[src/rtl/ic_map_pkg.sv]
package ic_map_pkg;

    // 1 when the source lives in the high word
    function automatic bit src_in_high(input int n);
        return (n < 16) || (n >= 32 && n < 48);
    endfunction

    // bit position of the source inside its word
    function automatic int src_bit(input int n);
        if (n == 0)       return 0;
        else if (n < 16)  return 16 - n;
        else if (n < 19)  return 18 - n;
        else if (n < 31)  return 33 - n;
        else if (n == 31) return 0;
        else if (n < 48)  return 63 - n;
        else              return n - 32;
    endfunction

    function automatic bit src_reserved(input int n);
        return (n == 0) || (n == 31);
    endfunction

    function automatic bit edge_capable(input int n);
        return (n >= 19 && n <= 25) || (n >= 48 && n <= 63);
    endfunction

    function automatic int edge_bit(input int n);
        if (n <= 25) return 33 - n;
        else         return 79 - n;
    endfunction

    function automatic logic [31:0] edge_wmask();
        logic [31:0] m;
        m = '0;
        for (int n = 0; n < 64; n++)
            if (edge_capable(n)) m[edge_bit(n)] = 1'b1;
        return m;
    endfunction

endpackage

[src/rtl/ic_src_sense.sv]
module ic_src_sense (
    input  logic clk,
    input  logic rst,
    input  logic src_n,
    input  logic edge_mode,
    input  logic clr,
    output logic pend
);
    logic prev_n;
    logic fall;

    assign fall = prev_n & ~src_n;

    always_ff @(posedge clk) begin
        if (rst) begin
            prev_n <= 1'b1;
            pend   <= 1'b0;
        end else begin
            prev_n <= src_n;
            if (edge_mode)
                pend <= (pend & ~clr) | fall;
            else
                pend <= ~src_n;
        end
    end

    // a held-low level source cannot be cleared
    a_r3_level_held: assert property (@(posedge clk) disable iff (rst)
        (!edge_mode && !src_n) |=> pend);

    // an edge-captured bit stays until acknowledged
    a_r5_edge_hold: assert property (@(posedge clk) disable iff (rst)
        (edge_mode && pend && !clr) |=> pend);

    // a new edge wins over a same-cycle acknowledge
    a_r7_no_lost_edge: assert property (@(posedge clk) disable iff (rst)
        (edge_mode && clr && fall) |=> pend);

endmodule

[src/rtl/ic_vec_enc.sv]
module ic_vec_enc #(
    parameter int NSRC = 64,
    localparam int VW = $clog2(NSRC)
) (
    input  logic [NSRC-1:0] act,
    output logic [VW-1:0]   vec
);
    always_comb begin
        vec = '0;
        for (int n = NSRC - 1; n >= 1; n--)
            if (act[n]) vec = VW'(n);
    end
endmodule

[src/rtl/scram_irq_ctrl.sv]
module scram_irq_ctrl
    import ic_map_pkg::*;
#(
    parameter int NSRC = 64,
    parameter int DW   = 32,
    parameter int AW   = 3
) (
    input  logic            clk,
    input  logic            rst,
    input  logic [NSRC-1:0] src_n,
    input  logic            bus_wr,
    input  logic [AW-1:0]   bus_addr,
    input  logic [DW-1:0]   bus_wdata,
    output logic [DW-1:0]   bus_rdata,
    output logic            irq_out
);
    localparam int VW = $clog2(NSRC);
    localparam logic [AW-1:0] ADR_MASK_HI = AW'(0);
    localparam logic [AW-1:0] ADR_MASK_LO = AW'(1);
    localparam logic [AW-1:0] ADR_PEND_HI = AW'(2);
    localparam logic [AW-1:0] ADR_PEND_LO = AW'(3);
    localparam logic [AW-1:0] ADR_EDGE    = AW'(4);
    localparam logic [AW-1:0] ADR_VEC     = AW'(5);
    localparam logic [DW-1:0] EDGE_WM     = DW'(edge_wmask());

    logic [DW-1:0]   mask_hi, mask_lo, edge_q;
    logic [DW-1:0]   pend_hi, pend_lo;
    logic [NSRC-1:0] pend_raw, pend_eff, mask_src, act;
    logic [VW-1:0]   vec;

    always_ff @(posedge clk) begin
        if (rst) begin
            mask_hi <= '0;
            mask_lo <= '0;
            edge_q  <= '0;
        end else if (bus_wr) begin
            if (bus_addr == ADR_MASK_HI) mask_hi <= bus_wdata;
            if (bus_addr == ADR_MASK_LO) mask_lo <= bus_wdata;
            if (bus_addr == ADR_EDGE)    edge_q  <= bus_wdata & EDGE_WM;
        end
    end

    for (genvar i = 0; i < NSRC; i++) begin : g_src
        localparam bit HI = src_in_high(i);
        localparam int BP = src_bit(i);
        logic em, clr;
        if (edge_capable(i)) begin : g_edge
            assign em = edge_q[edge_bit(i)];
        end else begin : g_level
            assign em = 1'b0;
        end
        assign clr = bus_wr && (bus_addr == (HI ? ADR_PEND_HI : ADR_PEND_LO))
                     && bus_wdata[BP];
        ic_src_sense u_sense (
            .clk(clk), .rst(rst), .src_n(src_n[i]),
            .edge_mode(em), .clr(clr), .pend(pend_raw[i])
        );
        assign pend_eff[i] = pend_raw[i] & ~src_reserved(i);
        assign mask_src[i] = HI ? mask_hi[BP] : mask_lo[BP];
    end

    always_comb begin
        pend_hi = '0;
        pend_lo = '0;
        for (int n = 0; n < NSRC; n++) begin
            if (src_in_high(n)) pend_hi[src_bit(n)] = pend_hi[src_bit(n)] | pend_eff[n];
            else                pend_lo[src_bit(n)] = pend_lo[src_bit(n)] | pend_eff[n];
        end
    end

    assign act     = pend_eff & mask_src;
    assign irq_out = |act;

    ic_vec_enc #(.NSRC(NSRC)) u_vec (.act(act), .vec(vec));

    always_comb begin
        unique case (bus_addr)
            ADR_MASK_HI: bus_rdata = mask_hi;
            ADR_MASK_LO: bus_rdata = mask_lo;
            ADR_PEND_HI: bus_rdata = pend_hi;
            ADR_PEND_LO: bus_rdata = pend_lo;
            ADR_EDGE:    bus_rdata = edge_q;
            ADR_VEC:     bus_rdata = {vec, {(DW-VW){1'b0}}};
            default:     bus_rdata = '0;
        endcase
    end

    // masks come out of reset cleared
    a_r2_mask_reset: assert property (@(posedge clk) disable iff (rst)
        $past(rst) |-> (mask_hi == '0 && mask_lo == '0));

    // request line agrees with the vector encoder
    a_r8_irq_vs_vec: assert property (@(posedge clk) disable iff (rst)
        irq_out == (vec != '0));

    // a reported vector names an active source
    a_r9_vec_active: assert property (@(posedge clk) disable iff (rst)
        (vec != '0) |-> act[vec]);

    // reserved sources never reach the vector
    a_r10_reserved_out: assert property (@(posedge clk) disable iff (rst)
        vec != VW'(31));

endmodule

[config.mk]
export PLATFORM = sky130hd
export DESIGN_NAME = scram_irq_ctrl
export DESIGN_NICKNAME = d
export VERILOG_FILES = /design/src/rtl/ic_map_pkg.sv /design/src/rtl/ic_src_sense.sv /design/src/rtl/ic_vec_enc.sv /design/src/rtl/scram_irq_ctrl.sv
export SDC_FILE = /design/constraint.sdc
export NUM_CORES = 1
export LEC_CHECK = 0
export ABC_AREA = 1
export ABC_CLOCK_PERIOD_IN_PS = 4450
export BUFFER_PORTS_ARGS = -buffer_cell sky130_fd_sc_hd__buf_2
export CORE_ASPECT_RATIO = 1.5
export CORE_MARGIN = 2
export CORE_UTILIZATION = 60
export CTS_CLUSTER_DIAMETER = 150
export DETAILED_ROUTE_END_ITERATION = 8
export PLACE_DENSITY = 0.94
export SLEW_MARGIN = 25
export SYNTH_ARGS = -nofsm -noshare
export SYNTH_HDL_FRONTEND = slang
export SYNTH_HIERARCHICAL = 1
export SYNTH_SLANG_ARGS = --single-unit
[constraint.sdc]
create_clock -name clk -period 4.45 [get_ports clk]
set_clock_uncertainty 0.2 [all_clocks]
set_input_delay 0.6675 -clock clk [delete_from_list [all_inputs] [get_ports clk]]
set_output_delay 0.6675 -clock clk [all_outputs]
set_load 0.03 [all_outputs]
==> results.json <==
{
  "ys_ff_latch": 211,
  "cts_tree": "yes",
  "setup_violations": 3,
  "drtIter0Drc": 1206,
  "fp.coreArea_um2": 19100,
  "power_leakage_nw": 7.76,
  "root_buffer": "clkbuf_16",
  "status": "finished with violations",
  "hold_class": "in2reg",
  "syn_inst": 1938,
  "multi_input_area_um2": 5510,
  "worstSetupPathType": "reg2out",
  "area.sequential_um2": 4230,
  "maxCapViolations": 0,
  "slew_viol_final": 0,
  "tightest_slew_ps": 958,
  "slowest_delay_ps": 340,
  "fmax_mhz": 180,
  "arrival_ps": 4680,
  "grt_overflow": 0,
  "slowest_stage": "dfxtp_2",
  "violations": "DRC, setup timing",
  "vias": 12600,
  "syn_area_um2": 11700,
  "cts_buffers": 21,
  "cp_common_cell": "nand2_1",
  "vias_per_cell": 5.14,
  "io_pins": 135,
  "gr-usage-all-layers_pct": 33.2,
  "place.port_buffers": 132,
  "die_area_um2": 20600,
  "initial_core_util_pct": 61.1,
  "cp_max_fo": 2,
  "cts_hold_buffers": 0,
  "synth.area.mux_share_pct": 0,
  "clk_pin_slew_ps": 70,
  "dp.cells": 2396,
  "wl_per_cell_um": 14.6,
  "synth.avg_cell_area_um2": 6.02,
  "synth_fa_ha_area_share_pct": 0,
  "final.period_utilization_pct": 125,
  "dp_hpwl_um": 22200,
  "drt_first_pass_iters": 9,
  "insertion_delay_ps": 510,
  "netlist-cell-type-count": 31,
  "finalWeightedCongestion": 0.976,
  "vdd_drop_max_uv": 326,
  "synthTopCellsByArea": "dfxtp_1, nand2_1, inv_1",
  "yosysTopAreaCellShare_pct": 36.2,
  "synth_compound_area_share_pct": 9.15,
  "crit_path_end_kind": "primary output",
  "fin_cells": 2447,
  "cp-start-kind": "flop",
  "final-hold-violation-count": 0,
  "n_fill_cell": 1455,
  "cts.path.max_buffers": 3,
  "grt_pass1_vias": 12300,
  "ys_warn_count": 6,
  "period_minus_slack_ps": 5550,
  "whs_ps": 135,
  "layout_setup_ws_ps": -1100,
  "routed_wl_um": 35800,
  "drtAntennaViolNets": 0,
  "die_y_um": 175,
  "synth-xor-area-share_pct": 0,
  "yosysSeqAreaShare_pct": 36.2,
  "synth-edff-count": 0,
  "synth_simple_gate_area_share_pct": 34.8,
  "cts_num_sinks": 211,
  "synthToLayoutAreaGrowth_pct": 20.0,
  "slew_headroom_pct": 35.9,
  "layout-drive-gt1-share_pct": 15.5,
  "grt_pass1_wl_um": 55700,
  "ys.flop_type": "dfxtp_1",
  "synth_top_family_by_area": "simple AND/OR/NAND/NOR gates",
  "place_ws_ps": -488,
  "synth.most_common_cell": "nand2_1",
  "power_density_nw_per_um2": 325,
  "rows": 62,
  "die_w_um": 118,
  "rsz0062_at_grt": "true",
  "post-route-drc-count": 1,
  "synth_commonest_cells": "nand2_1, inv_1, nor2_1, dfxtp_1, a21oi_1",
  "grt_max_degree": 96,
  "async_flop_share_pct": 0,
  "synth_area_leader_cell": "dfxtp_1",
  "fin_nets": 2278,
  "antenna_found_initial": 1,
  "required_ps": 3580,
  "htreeDepth": 1
}
==> cell type report <==
type | instances | share of cell area (%)
clock buffers | 28 | 4.23
clock inverters | 9 | 0.858
multi-input cells | 1265 | 39.3
repair buffers | 184 | 7.90
flip-flops and latches | 211 | 30.3
well taps | 256 | 2.29
inverters | 493 | 15.1
diodes | 1 | 0.0179
==> layout by cell type, fill, tap and decap left out, drive strengths merged <==
master     n
a21boi     1
nand2    636
o21bai    29
nor4       6
conb      80
nor3       6
clkbuf    28
a31oi      1
o311ai     1
o31ai      1
a22oi      3
clkinv     6
bufinv    22
nand4     16
a311oi     1
inv      474
a21oi     79
dfxtp    211
o2111ai    8
a211oi    13
diode      1
nand3     26
o22ai      4
o21ai     34
o211ai     2
nor2     318
buf      184
==> worst max-delay path: cells and delay by family, from the launching register on <==
kind | cells | cell delay, ps
buf+inv | 4 | 320
simple gates | 65 | 3460
flops | 1 | 340
compound gates | 1 | 50
==> final timing paths <==
kind	from	depth (start not counted)	slack [ps]	end
worst min register to register	mask_hi[0]	2	260	mask_hi[0]
worst max register to register	g_src[62].u_sense/pend	6	3270	g_src[62].u_sense/pend
worst max-delay path	mask_lo[30]	70	-1100	bus_rdata[26]
worst min-delay path	src_n[16]	3	140	g_src[16].u_sense/prev_n
==> power by group <==
| part | switching, W | total, W | leakage [nW] | internal, W |
|---|---|---|---|---|
| registers | 0.0000583 | 0.00204 | 1.74 | 0.00198 |
| clock network | 0.000789 | 0.00190 | 0.357 | 0.00111 |
| logic | 0.000404 | 0.000609 | 5.66 | 0.000205 |
| total | 0.00125 | 0.00455 | 7.76 | 0.00329 |
==> sequential cells by signal, summed over array words and instances, names as in the netlist <==
name and cells:
edge_q 23, mask_lo 32, mask_hi 32, g_src.u_sense/prev_n 62, g_src.u_sense/pend 62
==> cells by family (layout without fill, tap and decap cells) <==
logic type,count (synthesis),in the layout
AOI/OAI and AO/OA,177,177
buffers and inverters,541,714
DFF,211,211
other,1,81
and+or+nand+nor,1008,1008
==> repair_timing <==
action,CTS,global route
pin swaps,16,14
setup endpoints to repair,2,5
endpoints found under the hold margin,0,0
gates resized for setup,33,8
buffers inserted,13,1
==> layer usage <==
metal / track usage [%] / routed length (µm) / vias up
li1: - / - / 6035
met1: 32.9 / 12200 / 5570
met2: 59.5 / 17500 / 712
met3: 7.67 / 3060 / 265
met4: 25.7 / 3030 / 0
met5: 0 / 0 / -
==> metrics by stage <==
step	cell area, µm²	TNS (ps)	power [W]	utilization [%]
2_1_floorplan	12000	0	0.00243	-
5_1_grt	14000	-3170	0.00470	73.3
3_5_place_dp	13100	-488	0.00264	68.5
6_report	14000	-2210	0.00455	73.3
3_3_place_gp	13100	-400	0.00262	68.5
4_1_cts	14000	-1810	0.00450	73.1
(Power assumes the default switching activity.)
